File: src/rtl/ready_order_queue.sv
module ready_order_queue #(
  parameter int DEPTH  = 8,
  parameter int TAG_W  = 4,
  parameter int TIME_W = 16
) (
  input  logic                       clk,
  input  logic                       rst_n,
  input  logic                       ins_valid,
  input  logic [TAG_W-1:0]           ins_tag,
  input  logic [TIME_W-1:0]          ins_time,
  input  logic                       rd_blocked,
  output logic                       resp_valid,
  output logic [TAG_W-1:0]           resp_tag,
  output logic                       slot_freed,
  output logic                       retry,
  output logic                       ins_err,
  output logic                       all_empty,
  output logic [$clog2(DEPTH+1)-1:0] occupancy,
  output logic [TIME_W-1:0]          cur_time
);
  localparam int CW = $clog2(DEPTH+1);

  logic [TIME_W-1:0] t_q [DEPTH];
  logic [TAG_W-1:0]  g_q [DEPTH];
  logic [TIME_W-1:0] t_s [DEPTH];
  logic [TAG_W-1:0]  g_s [DEPTH];
  logic [TIME_W-1:0] t_d [DEPTH];
  logic [TAG_W-1:0]  g_d [DEPTH];
  logic [CW-1:0]     cnt_q, cnt_d;
  logic [TIME_W-1:0] now_q;
  logic              pend_q, pop, accept;

  assign pop = (cnt_q != '0) && (t_q[0] <= now_q);

  always_comb begin
    int n, pos;
    n = int'(cnt_q) - (pop ? 1 : 0);
    for (int i = 0; i < DEPTH; i++) begin
      if (pop && i < DEPTH-1) begin
        t_s[i] = t_q[i+1];
        g_s[i] = g_q[i+1];
      end else if (pop) begin
        t_s[i] = '0;
        g_s[i] = '0;
      end else begin
        t_s[i] = t_q[i];
        g_s[i] = g_q[i];
      end
    end
    accept = ins_valid && (n < DEPTH);
    pos = 0;
    for (int i = 0; i < DEPTH; i++)
      if (i < n && t_s[i] <= ins_time) pos = i + 1;
    for (int i = 0; i < DEPTH; i++) begin
      t_d[i] = t_s[i];
      g_d[i] = g_s[i];
      if (accept) begin
        if (i == pos) begin
          t_d[i] = ins_time;
          g_d[i] = ins_tag;
        end else if (i > pos && i > 0) begin
          t_d[i] = t_s[i-1];
          g_d[i] = g_s[i-1];
        end
      end
    end
    cnt_d = CW'(n + (accept ? 1 : 0));
  end

  always_ff @(posedge clk) begin
    if (!rst_n) begin
      cnt_q      <= '0;
      now_q      <= '0;
      pend_q     <= 1'b0;
      resp_valid <= 1'b0;
      resp_tag   <= '0;
      slot_freed <= 1'b0;
      retry      <= 1'b0;
      ins_err    <= 1'b0;
      all_empty  <= 1'b1;
      for (int i = 0; i < DEPTH; i++) begin
        t_q[i] <= '0;
        g_q[i] <= '0;
      end
    end else begin
      for (int i = 0; i < DEPTH; i++) begin
        t_q[i] <= t_d[i];
        g_q[i] <= g_d[i];
      end
      cnt_q      <= cnt_d;
      now_q      <= now_q + 1'b1;
      resp_valid <= pop;
      resp_tag   <= g_q[0];
      slot_freed <= pop;
      retry      <= pop && (pend_q || rd_blocked);
      pend_q     <= (pend_q || rd_blocked) && !pop;
      ins_err    <= ins_valid && !accept;
      all_empty  <= (cnt_d == '0);
    end
  end

  assign occupancy = cnt_q;
  assign cur_time  = now_q;

  always @(posedge clk)
    if (rst_n)
      for (int i = 0; i < DEPTH-1; i++)
        if (i + 1 < int'(cnt_q))
          AST_SORTED: assert (t_q[i] <= t_q[i+1]);

  AST_COUNT_STEP: assert property (@(posedge clk) disable iff (!rst_n)
    (cnt_q == $past(cnt_q)) || (cnt_q == $past(cnt_q) + 1'b1) || (cnt_q + 1'b1 == $past(cnt_q)));
  AST_NO_EMIT_EMPTY: assert property (@(posedge clk) disable iff (!rst_n)
    resp_valid |-> ($past(cnt_q) != '0));
  AST_ERR_FULL: assert property (@(posedge clk) disable iff (!rst_n)
    ins_err |-> ($past(cnt_q) == CW'(DEPTH)));
  AST_RETRY_FREE: assert property (@(posedge clk) disable iff (!rst_n)
    retry |-> slot_freed);
  AST_EMPTY_MATCH: assert property (@(posedge clk) disable iff (!rst_n)
    all_empty == (cnt_q == '0));
endmodule

File: config.mk
export PLATFORM = sky130hd
export DESIGN_NAME = ready_order_queue
export DESIGN_NICKNAME = d
export VERILOG_FILES = /design/src/rtl/ready_order_queue.sv
export SDC_FILE = /design/constraint.sdc
export NUM_CORES = 1
export LEC_CHECK = 0
export BUFFER_PORTS_ARGS = -buffer_cell sky130_fd_sc_hd__buf_2
export CAP_MARGIN = 10
export CORE_UTILIZATION = 50
export CTS_CLUSTER_DIAMETER = 60
export DETAILED_ROUTE_END_ITERATION = 7
export PLACE_DENSITY = 0.67
export SLEW_MARGIN = 40
export SYNTH_ARGS = -nofsm -noshare
export SYNTH_HDL_FRONTEND = slang
export SYNTH_SLANG_ARGS = --single-unit
export TNS_END_PERCENT = 20
File: constraint.sdc
create_clock -name clk -period 11.2 [get_ports clk]
set_clock_uncertainty 0.05 [all_clocks]
set_input_delay 2.8 -clock clk [delete_from_list [all_inputs] [get_ports clk]]
set_output_delay 2.8 -clock clk [all_outputs]
set_load 0.05 [all_outputs]
==> flow_summary_export.csv <==
group,metric,value,unit
status,status,"complete, no violations",
place,hpwl,28700,um
drt,routed_via_density,6.32,
final_layout,final_cell_mix,"dfxtp_1, a21oi_1, ha_1, mux2_2, nor2_1",
final_layout,layout_commonest_cell,"dfxtp_1",
synthesis,ys_warn_count,0,
floorplan,row_count,59,
clock_tree,htreeDepth,4,
synthesis,synth-edff-count,0,
place,port_buffers,52,
synthesis,syn_area,13300,um^2
setup_path,worstSetupPathType,"reg2reg",
final_layout,regArea,3780,um^2
setup_path,slowest_stage,"and2_4",
setup_path,critPathRequiredTime,11500,ps
clock_tree,ctsHoldBuffers,0,
clock_tree,numCtsBuffers,17,
timing,slew_viol_final,0,
timing,slew_headroom,49.0,%
timing,rsz0062_at_grt,"no",
synthesis,synth_seq_cells,189,
synthesis,syn_area_per_cell,8.53,um^2
timing,setup_tns,0,ps
timing,tightest_slew,765,ps
synthesis,ys_types,74,
final_layout,diodes,0,
final_layout,final_nets,1717,
global_routing,track_usage,29.2,%
synthesis,synthesis.instances,1557,
drt,drc,0,
timing,hold_viol_final,0,
setup_path,cpPeakStageDelay,760,ps
synthesis,synth_ff_type,"dfxtp_1",
floorplan,floorplan.initialDensity,51.0,%
global_routing,grt_max_degree,93,
timing,finalCriticalPeriod,7290,ps
setup_path,arrival,7590,ps
clock_tree,cts-resized-gates,0,
place,gp_congestion,0.959,
final_layout,multi_input_area,8740,um^2
floorplan,die_x,165,um
drt,drtAntennaViolNets,0,
setup_path,crit_chain,"nor4_1 > buf_4 > nor3_1 > nand3_1 > and2_4 > buf_12 > mux2i_1 > inv_1 > ha_1 > nor2b_1 > o21ai_0 > a21boi_0 > a2111oi_0 > o211a_1 > nor2_2 > a21oi_1 > buf_4 > o22ai_1 > a311oi_1",
global_routing,grt_pass1_vias,11500,
global_routing,antenna_found_initial,0,
clock_tree,cts.sinks,189,
clock_tree,clock_path_buffers,2,
synthesis,synth-async-reset-ratio,0,%
final_layout,fill_cells,2421,
min_path,hold_class,"reg2reg",
setup_path,crit_family,"compound AO/OA/AOI/OAI gates",
timing,setup_viol,0,
timing,fin_crit_sh,65.1,%
timing,clock.fmax,0.137,GHz
global_routing,grt_pass1_wl,61900,um
final_layout,drive_gt1_share,14.7,%
floorplan,pin_count,53,
floorplan,core,26100,um^2
job,maxCapViolCount,0,
global_routing,overflow,0,
drt,wl_per_cell,20.8,um
floorplan,die_y,165,um
setup_path,path_buf_inv,4,
floorplan,die_area,27200,um^2
setup_path,crit_fanout,92,
drt,dr.pass1.iters,5,
clock_tree,clk_latency,450,ps
clock_tree,cts_setup_buffers,0,
drt,num_vias,11900,
clock_tree,clock-root-buffer,"clkbuf_16",
clock_tree,path_clk_slew,90,ps
setup_path,startpoint_type,"flop",
drt,drtIter0Drc,951,
drt,totalWireLength,39300,um
final_layout,syn_to_final_growth,7.66,%
setup_path,cp_common_cell,"buf_4",
synthesis,synth_seq_area_share,28.5,%
clock_tree,cts_tree,"done",
setup_path,cp-end-kind,"flop",
synthesis,synth_nets,1730,
Yosys cell counts (8+ instances only):
cell type  instances  area (um^2)
nand2_1           90          338
buf_2             20          100
a311oi_1          13          114
a21oi_1          167          836
o22ai_1           43          269
inv_1             86          323
clkbuf_1          69          259
nor2b_1            9         56.3
or3_1             35          219
o221ai_1           9         78.8
mux2_2            97         1090
a31oi_1            8         50.1
a21o_1            12         90.1
nor3_1            18         90.1
mux2i_1           66          661
o21ai_0           83          415
dfxtp_1          189         3780
and2_1            14         87.6
nand3_1           33          165
nand4_1           27          169
ha_1             149         1860
and3_1            17          106
xnor2_1           16          140
o211ai_1          42          315
a221o_1           20          200
nor2_1            96          360
a211oi_1          18          135
state kept, by name (all words and copies together) (netlist names):
signal,cells
t_q,128
cur_time,16
all_empty,1
pend_q,1
slot_freed,1
resp_tag,4
occupancy,4
retry,1
ins_err,1
g_q,32
worst register-to-register path, cell delays in order (launching register included):
cell       delay (ps)
dfxtp_1           340
nor4_1            580
buf_4             260
nor3_1             60
nand3_1           520
and2_4            760
buf_12            540
mux2i_1           420
inv_1              80
ha_1              320
nor2b_1           150
o21ai_0           270
a21boi_0          140
a2111oi_0         640
o211a_1           480
nor2_2            220
a21oi_1           610
buf_4             360
o22ai_1           130
a311oi_1          250
cell type report:
type,instances,share of cell area (%)
clock buffers,17,2.97
inverters,87,2.28
repair buffers,72,2.96
flip-flops and latches,189,26.5
well taps,335,2.93
multi-input cells,1177,61.1
clock inverters,15,1.32
cell families after synthesis:
family	after synthesis	synth area share, %
compound gates	481	23.4
simple gates	366	13.6
buf+inv	191	6.04
flops	189	28.5
xor+xnor	18	1.24
fa+ha+maj	149	14.0
mux	163	13.2
per-stage QoR:
stage / instance area [um^2] / utilization [%] / cells / hold slack [ps] / worst slack, ps
floorplan: 13300 / - / 1557 / 374 / 5410
global placement: 13700 / 52.4 / 1860 / 399 / 3780
detailed placement: 13700 / 52.5 / 1860 / 391 / 3950
CTS: 14300 / 54.9 / 1892 / 412 / 3920
global route: 14300 / 54.9 / 1892 / 431 / 3610
finish: 14300 / 54.9 / 1892 / 405 / 3910
metal layers:
| layer | share of wire, % | track usage, % | wire, um | vias to the layer above |
|---|---|---|---|---|
| met2 | 46 | 47.9 | 18000 | 429 |
| met1 | 45 | 38.3 | 17600 | 5639 |
| met4 | 3.8 | 13.5 | 1500 | 0 |
| li1 | - | - | - | 5789 |
| met3 | 5.7 | 3.21 | 2250 | 92 |
| met5 | 0 | 0 | 0 | - |
final timing paths:
path / startpoint / endpoint / slack, ps / cells past startpoint
worst max register to register: occupancy[0]$_SDFF_PN0_ / t_q[1][8]$_SDFF_PN0_ / 3910 / 19
worst min register to register: g_q[0][3]$_SDFF_PN0_ / resp_tag[3]$_SDFF_PN0_ / 400 / 1
worst min-delay path: g_q[0][3]$_SDFF_PN0_ / resp_tag[3]$_SDFF_PN0_ / 400 / 1
worst max-delay path: occupancy[0]$_SDFF_PN0_ / t_q[1][8]$_SDFF_PN0_ / 3910 / 19
Power is left out: the tool's default activity adds up to more than one toggle a clock period on the data nets, which glitch-free logic cannot reach.
